<file path="config.mk">
export PLATFORM = sky130hd
export DESIGN_NAME = shift_add_mul
export DESIGN_NICKNAME = d
export VERILOG_FILES = /design/src/rtl/mul_pkg.sv /design/src/rtl/mul_ctrl.sv /design/src/rtl/mul_oprnd.sv /design/src/rtl/mul_acc.sv /design/src/rtl/shift_add_mul.sv
export SDC_FILE = /design/constraint.sdc
export NUM_CORES = 1
export LEC_CHECK = 0
export BUFFER_PORTS_ARGS = -buffer_cell sky130_fd_sc_hd__buf_2
export CORE_AREA = 2 2 78 95
export DETAILED_ROUTE_END_ITERATION = 10
export DIE_AREA = 0 0 80 97
export GPL_ROUTABILITY_DRIVEN = 0
export RECOVER_POWER = 50
export SLEW_MARGIN = 10
export SYNTH_ARGS = -nofsm -noshare
export SYNTH_HDL_FRONTEND = slang
export SYNTH_SLANG_ARGS = --single-unit
</file>
<file path="constraint.sdc">
create_clock -name clk_i -period 2.4 [get_ports clk_i]
set_input_delay 0.6 -clock clk_i [delete_from_list [all_inputs] [get_ports clk_i]]
set_output_delay 0.6 -clock clk_i [all_outputs]
set_load 0.01 [all_outputs]
</file>
<file path="src/rtl/mul_pkg.sv">
package mul_pkg;
  typedef struct packed {
    logic clr;    // zero accumulator
    logic ld_sh;  // add selected value, shift both operands
  } mul_ctrl_t;
endpackage

</file>
<file path="src/rtl/mul_ctrl.sv">
module mul_ctrl #(
  parameter int OP_W = 8,
  localparam int CNT_W = (OP_W > 1) ? $clog2(OP_W) : 1
) (
  input  logic                clk_i,
  input  logic                rst_ni,
  input  logic                start_i,
  output logic                busy_o,
  output mul_pkg::mul_ctrl_t  ctrl_o
);
  // state = {run marker, step count}; idle is all zeros
  logic             run_q;
  logic [CNT_W-1:0] step_q;
  logic             last_step;

  assign last_step = (step_q == CNT_W'(OP_W-1));

  always_ff @(posedge clk_i or negedge rst_ni) begin
    if (!rst_ni) begin
      run_q  <= 1'b0;
      step_q <= '0;
    end else if (run_q) begin
      step_q <= last_step ? '0 : step_q + 1'b1;
      run_q  <= !last_step;
    end else if (start_i) begin
      run_q  <= 1'b1;
      step_q <= '0;
    end
  end

  assign busy_o       = run_q;
  assign ctrl_o.clr   = !run_q && start_i;
  assign ctrl_o.ld_sh = run_q;
endmodule

</file>
<file path="src/rtl/mul_oprnd.sv">
module mul_oprnd #(
  parameter int OP_W = 8,
  localparam int PROD_W = 2*OP_W
) (
  input  logic              clk_i,
  input  logic              rst_ni,
  input  logic              busy_i,
  input  logic              shift_i,
  input  logic              mplr_ld_i,
  input  logic [OP_W-1:0]   mplr_i,
  input  logic              mcnd_ld_i,
  input  logic [OP_W-1:0]   mcnd_i,
  output logic              lsb_o,
  output logic [PROD_W-1:0] mcnd_o
);
  logic [OP_W-1:0]   mplr_q;
  logic [PROD_W-1:0] mcnd_q;

  always_ff @(posedge clk_i or negedge rst_ni) begin
    if (!rst_ni) begin
      mplr_q <= '0;
    end else if (shift_i) begin
      mplr_q <= mplr_q >> 1;
    end else if (!busy_i && mplr_ld_i) begin
      mplr_q <= mplr_i;
    end
  end

  always_ff @(posedge clk_i or negedge rst_ni) begin
    if (!rst_ni) begin
      mcnd_q <= '0;
    end else if (shift_i) begin
      mcnd_q <= mcnd_q << 1;
    end else if (!busy_i && mcnd_ld_i) begin
      mcnd_q <= {{OP_W{1'b0}}, mcnd_i};
    end
  end

  assign lsb_o  = mplr_q[0];
  assign mcnd_o = mcnd_q;
endmodule

</file>
<file path="src/rtl/mul_acc.sv">
module mul_acc #(
  parameter int OP_W = 8,
  localparam int PROD_W = 2*OP_W
) (
  input  logic               clk_i,
  input  logic               rst_ni,
  input  mul_pkg::mul_ctrl_t ctrl_i,
  input  logic               lsb_i,
  input  logic [PROD_W-1:0]  mcnd_i,
  output logic [PROD_W-1:0]  acc_o
);
  logic [PROD_W-1:0] sel;
  logic [PROD_W-1:0] acc_q;

  // pass-or-zero keeps a single step strobe for both digit values
  assign sel = lsb_i ? mcnd_i : '0;

  always_ff @(posedge clk_i or negedge rst_ni) begin
    if (!rst_ni) begin
      acc_q <= '0;
    end else if (ctrl_i.clr) begin
      acc_q <= '0;
    end else if (ctrl_i.ld_sh) begin
      acc_q <= acc_q + sel;
    end
  end

  assign acc_o = acc_q;
endmodule

</file>
<file path="src/rtl/shift_add_mul.sv">
module shift_add_mul #(
  parameter int OP_W = 8,
  localparam int PROD_W = 2*OP_W
) (
  input  logic              clk_i,
  input  logic              rst_ni,
  input  logic              mplr_ld_i,
  input  logic [OP_W-1:0]   mplr_i,
  input  logic              mcnd_ld_i,
  input  logic [OP_W-1:0]   mcnd_i,
  input  logic              start_i,
  output logic              busy_o,
  output logic [PROD_W-1:0] product_o
);
  mul_pkg::mul_ctrl_t ctrl;
  logic               lsb;
  logic [PROD_W-1:0]  mcnd_sh;

  mul_ctrl #(.OP_W(OP_W)) u_ctrl (
    .clk_i   (clk_i),
    .rst_ni  (rst_ni),
    .start_i (start_i),
    .busy_o  (busy_o),
    .ctrl_o  (ctrl)
  );

  mul_oprnd #(.OP_W(OP_W)) u_oprnd (
    .clk_i     (clk_i),
    .rst_ni    (rst_ni),
    .busy_i    (busy_o),
    .shift_i   (ctrl.ld_sh),
    .mplr_ld_i (mplr_ld_i),
    .mplr_i    (mplr_i),
    .mcnd_ld_i (mcnd_ld_i),
    .mcnd_i    (mcnd_i),
    .lsb_o     (lsb),
    .mcnd_o    (mcnd_sh)
  );

  mul_acc #(.OP_W(OP_W)) u_acc (
    .clk_i  (clk_i),
    .rst_ni (rst_ni),
    .ctrl_i (ctrl),
    .lsb_i  (lsb),
    .mcnd_i (mcnd_sh),
    .acc_o  (product_o)
  );
endmodule

</file>
==> impl_metrics.csv, run 1 <==
group,metric,value,unit
run_status,status,"finished with violations",
run_status,violations,"capacitance limit, slew limit, setup timing",
synth,synth_top_area_share,41.5,%
critical_path,cp-start-kind,"flip-flop",
finish,n_antenna_cell,0,
finish,syn_to_final_growth,24.0,%
pwr,power,3.39,mW
grt,grt_max_degree,35,
synth,synth_top_flop_cell,"dfrtp_1",
critical_path,reg2reg_from,"u_oprnd.mplr_q[0]",
place,placement.io_buffers,37,
clock_network,numCtsBuffers,5,
timing,fin_crit_sh,101,%
die,io_pins,38,
finish,nets,384,
clock_network,clock_latency,0.31,ns
synth,ys_ff_latch,44,
synth,syn-cell-area,2660,µm²
detailed_routing,first_iter_violations,126,
clock_network,path_clk_slew,0.10,ns
critical_path,arrival,2.62,ns
critical_path,crit_required,2.60,ns
critical_path,r2r_setup_slack,-0.02,ns
finish,drive_above_1_share,26.0,%
synth,synth_fa_ha_area_share,8.77,%
hold_path,hold_path.class,"flip-flop to flip-flop",
clock_network,cts_sinks,44,
grt,grt_pass1_wl,10700,µm
synth,synthArstFlopShare,100,%
grt,antenna_found_initial,0,
grt,grt_pass1_vias,2213,
place,hpwlAfterDp,4680,µm
finish,n_fill_cell,687,
die,row_count,33,
hold_path,hold_end,"u_ctrl.step_q[0]",
synth,syn_inst,288,
synth,synth_edf_count,0,
place,pre_cts_ws,-0.160,ns
synth,ys_types,43,
hold_path,whs_path_depth,1,
timing,finalSetupViolations,1,
die,die_x,80,µm
clock_network,cts_tree,"done",
place,dp.cells,421,
die,die_h,97,µm
synth,synth_xor_area_share,2.97,%
synth,synth_area_per_cell,9.22,µm²
synth,synth_top_family_by_area,"compound AO/OA/AOI/OAI gates",
timing,setup_slack,-0.0225,ns
synth,synthMuxAreaShare,7.21,%
job,max_cap_violations,1,
finish,multiInputGateArea,1560,µm²
pwr,vdd_drop_max,441,µV
synth,synth_compound_area_share,21.6,%
die,initial_utilization,39.2,%
finish,final_util,48.6,%
detailed_routing,num_vias,2262,
timing,holdWs,0.496,ns
pwr,leakage,1.59,nW
detailed_routing,dr.pass1.iters,4,
die,die_area,7760,µm²
synth,synthTopCellsByCount,"53 x nand2_1, 44 x dfrtp_1, 30 x o21ai_0",
timing,rsz0062_at_grt,"true",
detailed_routing,wl_per_cell,14.7,µm
timing,slew_headroom,-12.8,%
critical_path,critPathMaxFanout,6,
critical_path,endpoint_kind,"flip-flop",
timing,drv_slew,31,
detailed_routing,totalWireLength,6380,µm
clock_network,cts_root_buf,"clkbuf_8",
synth,ys_seq_area_share,41.5,%
synth,yosysMostFrequentCell,"nand2_1",
critical_path,r2r_end,"u_acc.acc_o[14]",
pwr,powerDensity,1030,nW/µm²
critical_path,reg2reg_depth,9,
clock_network,clk_path_buf_depth,2,
timing,tns,-0.0225,ns
synth,synth_top_cell_by_area,"dfrtp_1",
hold_path,hp-start,"u_ctrl.step_q[0]",
timing,tightest_slew,1.69,ns
detailed_routing,vias_per_cell,5.22,
timing,period_minus_slack,2.42,ns
synth,yosys_warnings,0,
grt,track_usage,17.3,%
detailed_routing,drc,0,
finish,stdcell_count,433,
place,placed_area,3070,µm²
critical_path,critical_path_class,"flip-flop to flip-flop",
clock_network,clock_tree.htree_level_count,2,
timing,hold_viol,0,
die,core,6770,µm²
synth,syn_nets,327,
synth,synthSimpleGateAreaFrac,14.3,%
timing,max_freq,0.413,GHz
finish,fin_area,3290,µm²
timing,skew,0.0100,ns
grt,grt-ovfl-total,0,
detailed_routing,ant_nets,0,
synth,synthTopCellsByArea,"dfrtp_1 41%, ha_1 8.0%, nand2_1 7.5%",
finish,regArea,1100,µm²
## routing by layer
layer	vias to the layer above	wire [µm]	share of wire, %	GRT usage, %
met3	4	270	4.2	4.29
met4	0	41	0.64	5.35
li1	1147	-	-	-
met5	-	0	0	0
met2	52	3060	48	26.6
met1	1059	3000	47	23.8
## how the worst max path moves through the flow
stage,start,cells past startpoint,endpoint,slack [ns]
final,u_oprnd.mplr_q[0],9,u_acc.acc_o[14],-0.02
after global routing,u_oprnd.mplr_q[0],9,u_acc.acc_o[14],-0.09
after CTS,u_oprnd.mplr_q[0],9,u_acc.acc_o[14],-0.05
after detailed placement,u_oprnd.mplr_q[0],9,u_acc.acc_o[14],-0.16
after global placement,u_oprnd.mplr_q[0],9,u_acc.acc_o[14],-0.09
after floorplan,u_oprnd.mplr_q[0],9,u_acc.acc_o[14],-0.13
## cell type report
type	count	share of cell area [%]
multi-input cells	220	47.3
flip-flops and latches	44	33.5
repair buffers	67	12.2
well taps	87	3.31
clock buffers	5	2.09
inverters	7	0.798
clock inverters	3	0.760
## state kept, by name (all words and copies together) (netlist names)
register and count:
u_ctrl.step_q 3, u_oprnd.mcnd_o 16, u_acc.acc_o 16, u_ctrl.busy_o 1, u_oprnd.mplr_q 8
## power breakdown
group / internal [mW] / total, mW / switching [mW]
logic: 0.737 / 1.61 / 0.875
registers: 1.03 / 1.28 / 0.249
clock network: 0.213 / 0.501 / 0.288
total: 1.98 / 3.39 / 1.41
## cell usage in the layout, fill, tap and decap left out, types with 4 or more instances in the layout
| master | count |
|---|---|
| dfrtp_1 | 43 |
| xor2_1 | 6 |
| and2_1 | 11 |
| a21oi_1 | 13 |
| clkbuf_8 | 5 |
| a21o_1 | 5 |
| o21ai_1 | 4 |
| inv_1 | 6 |
| o21ai_0 | 30 |
| ha_1 | 12 |
| buf_4 | 26 |
| nor2_1 | 8 |
| mux2i_1 | 18 |
| a22o_1 | 4 |
| o211ai_1 | 4 |
| buf_2 | 36 |
| nand2_1 | 53 |
## worst max-delay path: stages, from the launching register on
cell and delay (ns):
dfrtp_2 0.45, buf_6 0.14, and2_1 0.15, ha_1 0.29, a21o_1 0.16, a21oi_1 0.16
buf_4 0.18, a211oi_2 0.08, or4_4 0.48, a32o_1 0.22
## kinds of logic (layout without fill, tap and decap cells)
| group | Yosys count | after routing |
|---|---|---|
| mux | 19 | 19 |
| simple gates | 85 | 85 |
| compound gates | 89 | 89 |
| flops | 44 | 44 |
| xor+xnor | 9 | 9 |
| buf+inv | 24 | 82 |
| fa+ha+maj | 18 | 18 |
## repair_timing
| item | CTS | global route |
|---|---|---|
| setup buffers | 0 | 4 |
| hold buffers | 0 | 0 |
| setup endpoints to repair | 4 | 5 |
| pin swaps | 0 | 6 |
| gates resized for setup | 4 | 19 |
No activity file was read; power rests on OpenSTA's default activity.
==> run 2, diff against run 1 <==
--- a/constraint.sdc
+++ b/constraint.sdc
@@ -3,2 +3,2 @@
 set_output_delay 0.6 -clock clk_i [all_outputs]
-set_load 0.01 [all_outputs]
+set_load 0.1 [all_outputs]
==> impl_metrics.csv, run 2 (synthesis gave the netlist of run 1 again) <==
group,metric,value,unit
critical_path,reg2reg_depth,8,
detailed_routing,drc,0,
detailed_routing,vias_per_cell,5.32,
finish,syn_to_final_growth,24.2,%
clock_network,cts_root_buf,"clkbuf_8",
critical_path,arrival,2.61,ns
clock_network,hold_buffers,0,
clock_network,clk_path_buf_depth,2,
timing,period_minus_slack,2.41,ns
critical_path,cp_cell_sequence,"buf_6, and2_1, ha_4, a21o_1, a31o_1, a221o_1, or4_1, a32o_1",
grt,grt-ovfl-total,0,
clock_network,clock_latency,0.30,ns
die,initial_utilization,39.2,%
place,dp.cells,425,
critical_path,r2r_end,"u_acc.acc_o[14]",
critical_path,worst_path_max_delay_cell,"dfrtp_1",
timing,finalSetupViolations,1,
pwr,p_seq_share,31.0,%
pwr,clkPwrFrac,14.3,%
pwr,vdd_drop_max,601,µV
place,pre_cts_ws,-0.0682,ns
pwr,power_switching_share,50.5,%
critical_path,r2r_setup_slack,-0.008,ns
critical_path,reg2reg_from,"u_oprnd.mplr_q[0]",
pwr,powerDensity,1290,nW/µm²
critical_path,crit_required,2.60,ns
detailed_routing,wl_per_cell,15.2,µm
timing,rsz0062_at_grt,"true",
detailed_routing,num_vias,2311,
clock_network,numCtsBuffers,5,
grt,antenna_found_initial,0,
finish,final_common_cell,"nand2_1",
finish,stdcell_count,434,
timing,max_freq,0.415,GHz
critical_path,cpPeakStageDelay,0.41,ns
run_status,status,"finished with violations",
clock_network,clock_tree.htree_level_count,2,
timing,fin_crit_sh,100,%
timing,hold_viol,0,
timing,tightest_slew,0.841,ns
die,die_x,80,µm
critical_path,endpoint_kind,"flip-flop",
critical_path,critPathMaxFanout,7,
die,row_count,33,
die,io_pins,38,
place,hpwlAfterDp,5040,µm
grt,track_usage,17.8,%
finish,layout_common_cells,"53 x nand2_1, 35 x buf_2, 31 x dfrtp_1",
detailed_routing,totalWireLength,6590,µm
timing,drv_slew,0,
place,placement.io_buffers,37,
grt,grt_pass1_wl,11000,µm
grt,grt_max_degree,43,
pwr,combPwrFrac,54.7,%
detailed_routing,first_iter_violations,47,
hold_path,hold_path.class,"primary input to async pin",
die,die_area,7760,µm²
timing,skew,0.00349,ns
pwr,power,4.27,mW
timing,slew_headroom,43.9,%
grt,grt_pass1_vias,2252,
pwr,intPower,2.12,mW
pwr,switching_power,2.15,mW
finish,nets,385,
critical_path,critical_path_class,"flip-flop to flip-flop",
pwr,leakage,1.60,nW
die,core,6770,µm²
die,die_h,97,µm
critical_path,cp-start-kind,"flip-flop",
finish,final_util,48.7,%
finish,n_antenna_cell,0,
finish,drive_above_1_share,27.1,%
clock_network,path_clk_slew,0.10,ns
timing,setup_slack,-0.00830,ns
detailed_routing,dr.pass1.iters,4,
run_status,violations,"setup timing",
detailed_routing,ant_nets,0,
job,max_cap_violations,0,
clock_network,cts_tree,"done",
clock_network,cts_sinks,44,
==> run 2: cell types whose count changed in the layout (fill, tap and decap cells not counted), moves of 3 or more <==
cell | previous run | this run
dfrtp_4 | 0 | 3
dfrtp_2 | 1 | 10
dfrtp_1 | 43 | 31
and2_1 | 11 | 14
ha_1 | 12 | 15
and2_4 | 3 | 0
==> run 2: per-layer routing <==
metal / track usage (%) / up-vias / share of wire [%] / routed length (µm)
met5: 0 / - / 0 / 0
met4: 4.82 / 0 / 1.3 / 85
li1: - / 1148 / - / -
met1: 24.6 / 1107 / 47 / 3100
met2: 28.5 / 50 / 48 / 3170
met3: 2.99 / 6 / 3.5 / 230
==> run 2: area by class of cell <==
type | count | area, µm²
Clock inverter | 3 | 46.3
Tap cell | 87 | 109
Timing Repair Buffer | 68 | 430
Clock buffer | 5 | 68.8
Multi-Input combinational cell | 220 | 1490
Sequential cell | 44 | 1120
Inverter | 7 | 26.3
Fill cell | 669 | 3470
==> run 2: power groups by stage <==
| stage | Clock [mW] | Combinational [mW] | Sequential, mW |
|---|---|---|---|
| 2_1_floorplan | 0 | 1.01 | 1.99 |
| 3_3_place_gp | 0 | 2.27 | 1.32 |
| 3_5_place_dp | 0 | 2.31 | 1.34 |
| 4_1_cts | 0.623 | 2.34 | 1.33 |
| 5_1_grt | 0.651 | 2.54 | 1.37 |
| 6_report | 0.611 | 2.33 | 1.33 |
==> run 2: how the worst max path moves through the flow <==
| stage | startpoint | end | depth (start not counted) |
|---|---|---|---|
| detailed placement | u_oprnd.mplr_q[0] | u_acc.acc_o[14] | 8 |
| floorplan | u_oprnd.mplr_q[0] | u_acc.acc_o[14] | 9 |
| global placement | u_oprnd.mplr_q[0] | u_acc.acc_o[14] | 8 |
| finish | u_oprnd.mplr_q[0] | u_acc.acc_o[14] | 8 |
| CTS | u_oprnd.mplr_q[0] | u_acc.acc_o[14] | 8 |
| global route | u_oprnd.mplr_q[0] | u_acc.acc_o[14] | 8 |
==> run 2: worst max-delay path, delay by kind of cell, from the launching register on <==
family / cells / cell delay (ns)
AOI/OAI and AO/OA: 4 / 0.94
adders and majority gates: 1 / 0.24
and+or+nand+nor: 2 / 0.58
buffers and inverters: 1 / 0.13
DFF: 1 / 0.41
==> run 2: metrics by stage <==
stage | instance area, µm² | TNS (ns) | hold slack, ns
CTS | 3290 | 0 | 0.198
floorplan | 2680 | -0.131 | 0.304
detailed placement | 3140 | -0.0682 | 0.478
finish | 3300 | -0.00830 | 0.364
global route | 3300 | -0.184 | 0.440
global placement | 3140 | -0.00394 | 0.466
==> run 2: what timing repair did <==
item / 4_1_cts / 5_1_grt
pin swaps: 3 / 2
buffers inserted: 1 / 0
endpoints found under the setup margin: 2 / 4
gates resized for setup: 4 / 2
==> run 3, diff against run 2 <==
Settings changed: PLACE_DENSITY set to 0.59.
==> impl_metrics.csv, run 3 (synthesis gave the netlist of run 1 again) <==
group,metric,value,unit
run_status,status,"complete, no violations",
detailed_routing,drc,0,
timing,drv_slew,0,
clock_network,cts_tree,"done",
critical_path,critPathMaxFanout,6,
timing,skew,0.00760,ns
place,placement.io_buffers,37,
finish,multiInputGateArea,1610,µm²
timing,rsz0062_at_grt,"true",
critical_path,cpPeakStageDelay,0.46,ns
critical_path,cp-start-kind,"flip-flop",
pwr,vdd_drop_max,946,µV
finish,final_util,50.8,%
finish,syn_to_final_growth,29.7,%
finish,stdcell_count,437,
finish,regArea,1130,µm²
clock_network,path_clk_slew,0.09,ns
place,hpwlAfterDp,4890,µm
clock_network,clock_latency,0.30,ns
detailed_routing,num_vias,2362,
place,dp.cells,424,
timing,tightest_slew,0.882,ns
finish,n_antenna_cell,0,
detailed_routing,totalWireLength,6810,µm
critical_path,worst_path_max_delay_cell,"dfrtp_2",
detailed_routing,dr.pass1.iters,4,
finish,layout_common_cells,"53 x nand2_1, 33 x buf_2, 31 x buf_4",
finish,n_fill_cell,625,
pwr,power,4.39,mW
die,row_count,33,
grt,grt-ovfl-total,0,
job,max_cap_violations,0,
timing,fin_crit_sh,98.0,%
pwr,leakage,1.61,nW
die,die_x,80,µm
place,pre_cts_ws,-0.0777,ns
finish,fin_area,3440,µm²
detailed_routing,first_iter_violations,123,
clock_network,clk_path_buf_depth,2,
die,initial_utilization,39.2,%
timing,slew_headroom,41.2,%
detailed_routing,vias_per_cell,5.41,
die,core,6770,µm²
critical_path,arrival,2.55,ns
grt,grt_pass1_wl,11400,µm
critical_path,cp_cell_sequence,"buf_6, and2_4, ha_2, a21o_1, a31o_1, a221o_1, or4_1, a32o_1",
grt,track_usage,18.6,%
grt,antenna_found_initial,0,
finish,final_common_cell,"nand2_1",
critical_path,crit_required,2.60,ns
pwr,powerDensity,1280,nW/µm²
hold_path,hold_path.class,"primary input to async pin",
grt,grt_pass1_vias,2343,
timing,max_freq,0.425,GHz
finish,drive_above_1_share,31.7,%
clock_network,cts_sinks,44,
detailed_routing,wl_per_cell,15.6,µm
die,io_pins,38,
clock_network,clock_tree.htree_level_count,2,
timing,period_minus_slack,2.35,ns
place,placed_area,3130,µm²
grt,grt_max_degree,32,
timing,hold_viol,0,
timing,finalSetupViolations,0,
critical_path,critical_path_class,"flip-flop to flip-flop",
finish,nets,388,
clock_network,hold_buffers,0,
clock_network,cts_root_buf,"clkbuf_8",
clock_network,numCtsBuffers,5,
timing,setup_slack,0.0475,ns
critical_path,endpoint_kind,"flip-flop",
die,die_h,97,µm
detailed_routing,ant_nets,0,
die,die_area,7760,µm²
[run 3: changes by cell type in the layout (fill, tap and decap cells not counted), sizes merged]
cell / change
clkbuf: +1
buf: +2
[run 3: layout make-up]
cell class / count / area share, %
clock buffers: 5 / 2.00
clock inverters: 3 / 1.34
inverters: 7 / 0.763
multi-input cells: 220 / 46.8
flip-flops and latches: 44 / 32.7
well taps: 87 / 3.16
repair buffers: 71 / 13.3
[run 3: final timing paths]
path	startpoint	to	slack (ns)	cells after the start
worst min-delay path	rst_ni	u_acc.acc_o[4]	0.35	1
worst min register to register	u_oprnd.mplr_q[7]	u_oprnd.mplr_q[6]	0.49	2
worst max register to register	u_oprnd.mplr_q[0]	u_acc.acc_o[14]	0.05	8
worst max-delay path	u_oprnd.mplr_q[0]	u_acc.acc_o[14]	0.05	8
min in group clk_i	u_oprnd.mplr_q[7]	u_oprnd.mplr_q[6]	0.49	2
max in group asynchronous	rst_ni	u_acc.acc_o[0]	0.74	2
[run 3: power breakdown]
| part | total, mW | leakage (nW) | switching (mW) | internal (mW) |
|---|---|---|---|---|
| combinational | 2.47 | 0.999 | 1.64 | 0.831 |
| sequential | 1.32 | 0.553 | 0.261 | 1.05 |
| clock | 0.601 | 0.0548 | 0.287 | 0.314 |
[run 3: metal layers]
| layer | GRT usage [%] | share of wire [%] |
|---|---|---|
| met3 | 3.82 | 4.6 |
| met5 | 0 | 0 |
| met2 | 29.6 | 50 |
| met4 | 5.74 | 1.4 |
| met1 | 25.1 | 44 |
[run 3: metrics by stage]
step	hold slack [ns]	setup TNS [ns]
after global routing	0.420	-0.173
after CTS	0.193	0
after floorplan	0.304	-0.131
final	0.350	0
after detailed placement	0.480	-0.151
after global placement	0.471	0
[run 3: critical path, delay by kind of cell, from the launching register on]
family                     cells  cell delay [ns]
AOI/OAI and AO/OA              4             0.94
adders and majority gates      1             0.17
buffers and inverters          1             0.13
DFF                            1             0.46
and+or+nand+nor                2             0.55
[run 3: timing repair]
action	in CTS	in global routing
setup buffers	2	3
pin swaps	2	6
endpoints found under the setup margin	3	4
gates resized for setup	11	17
cloned	0	0
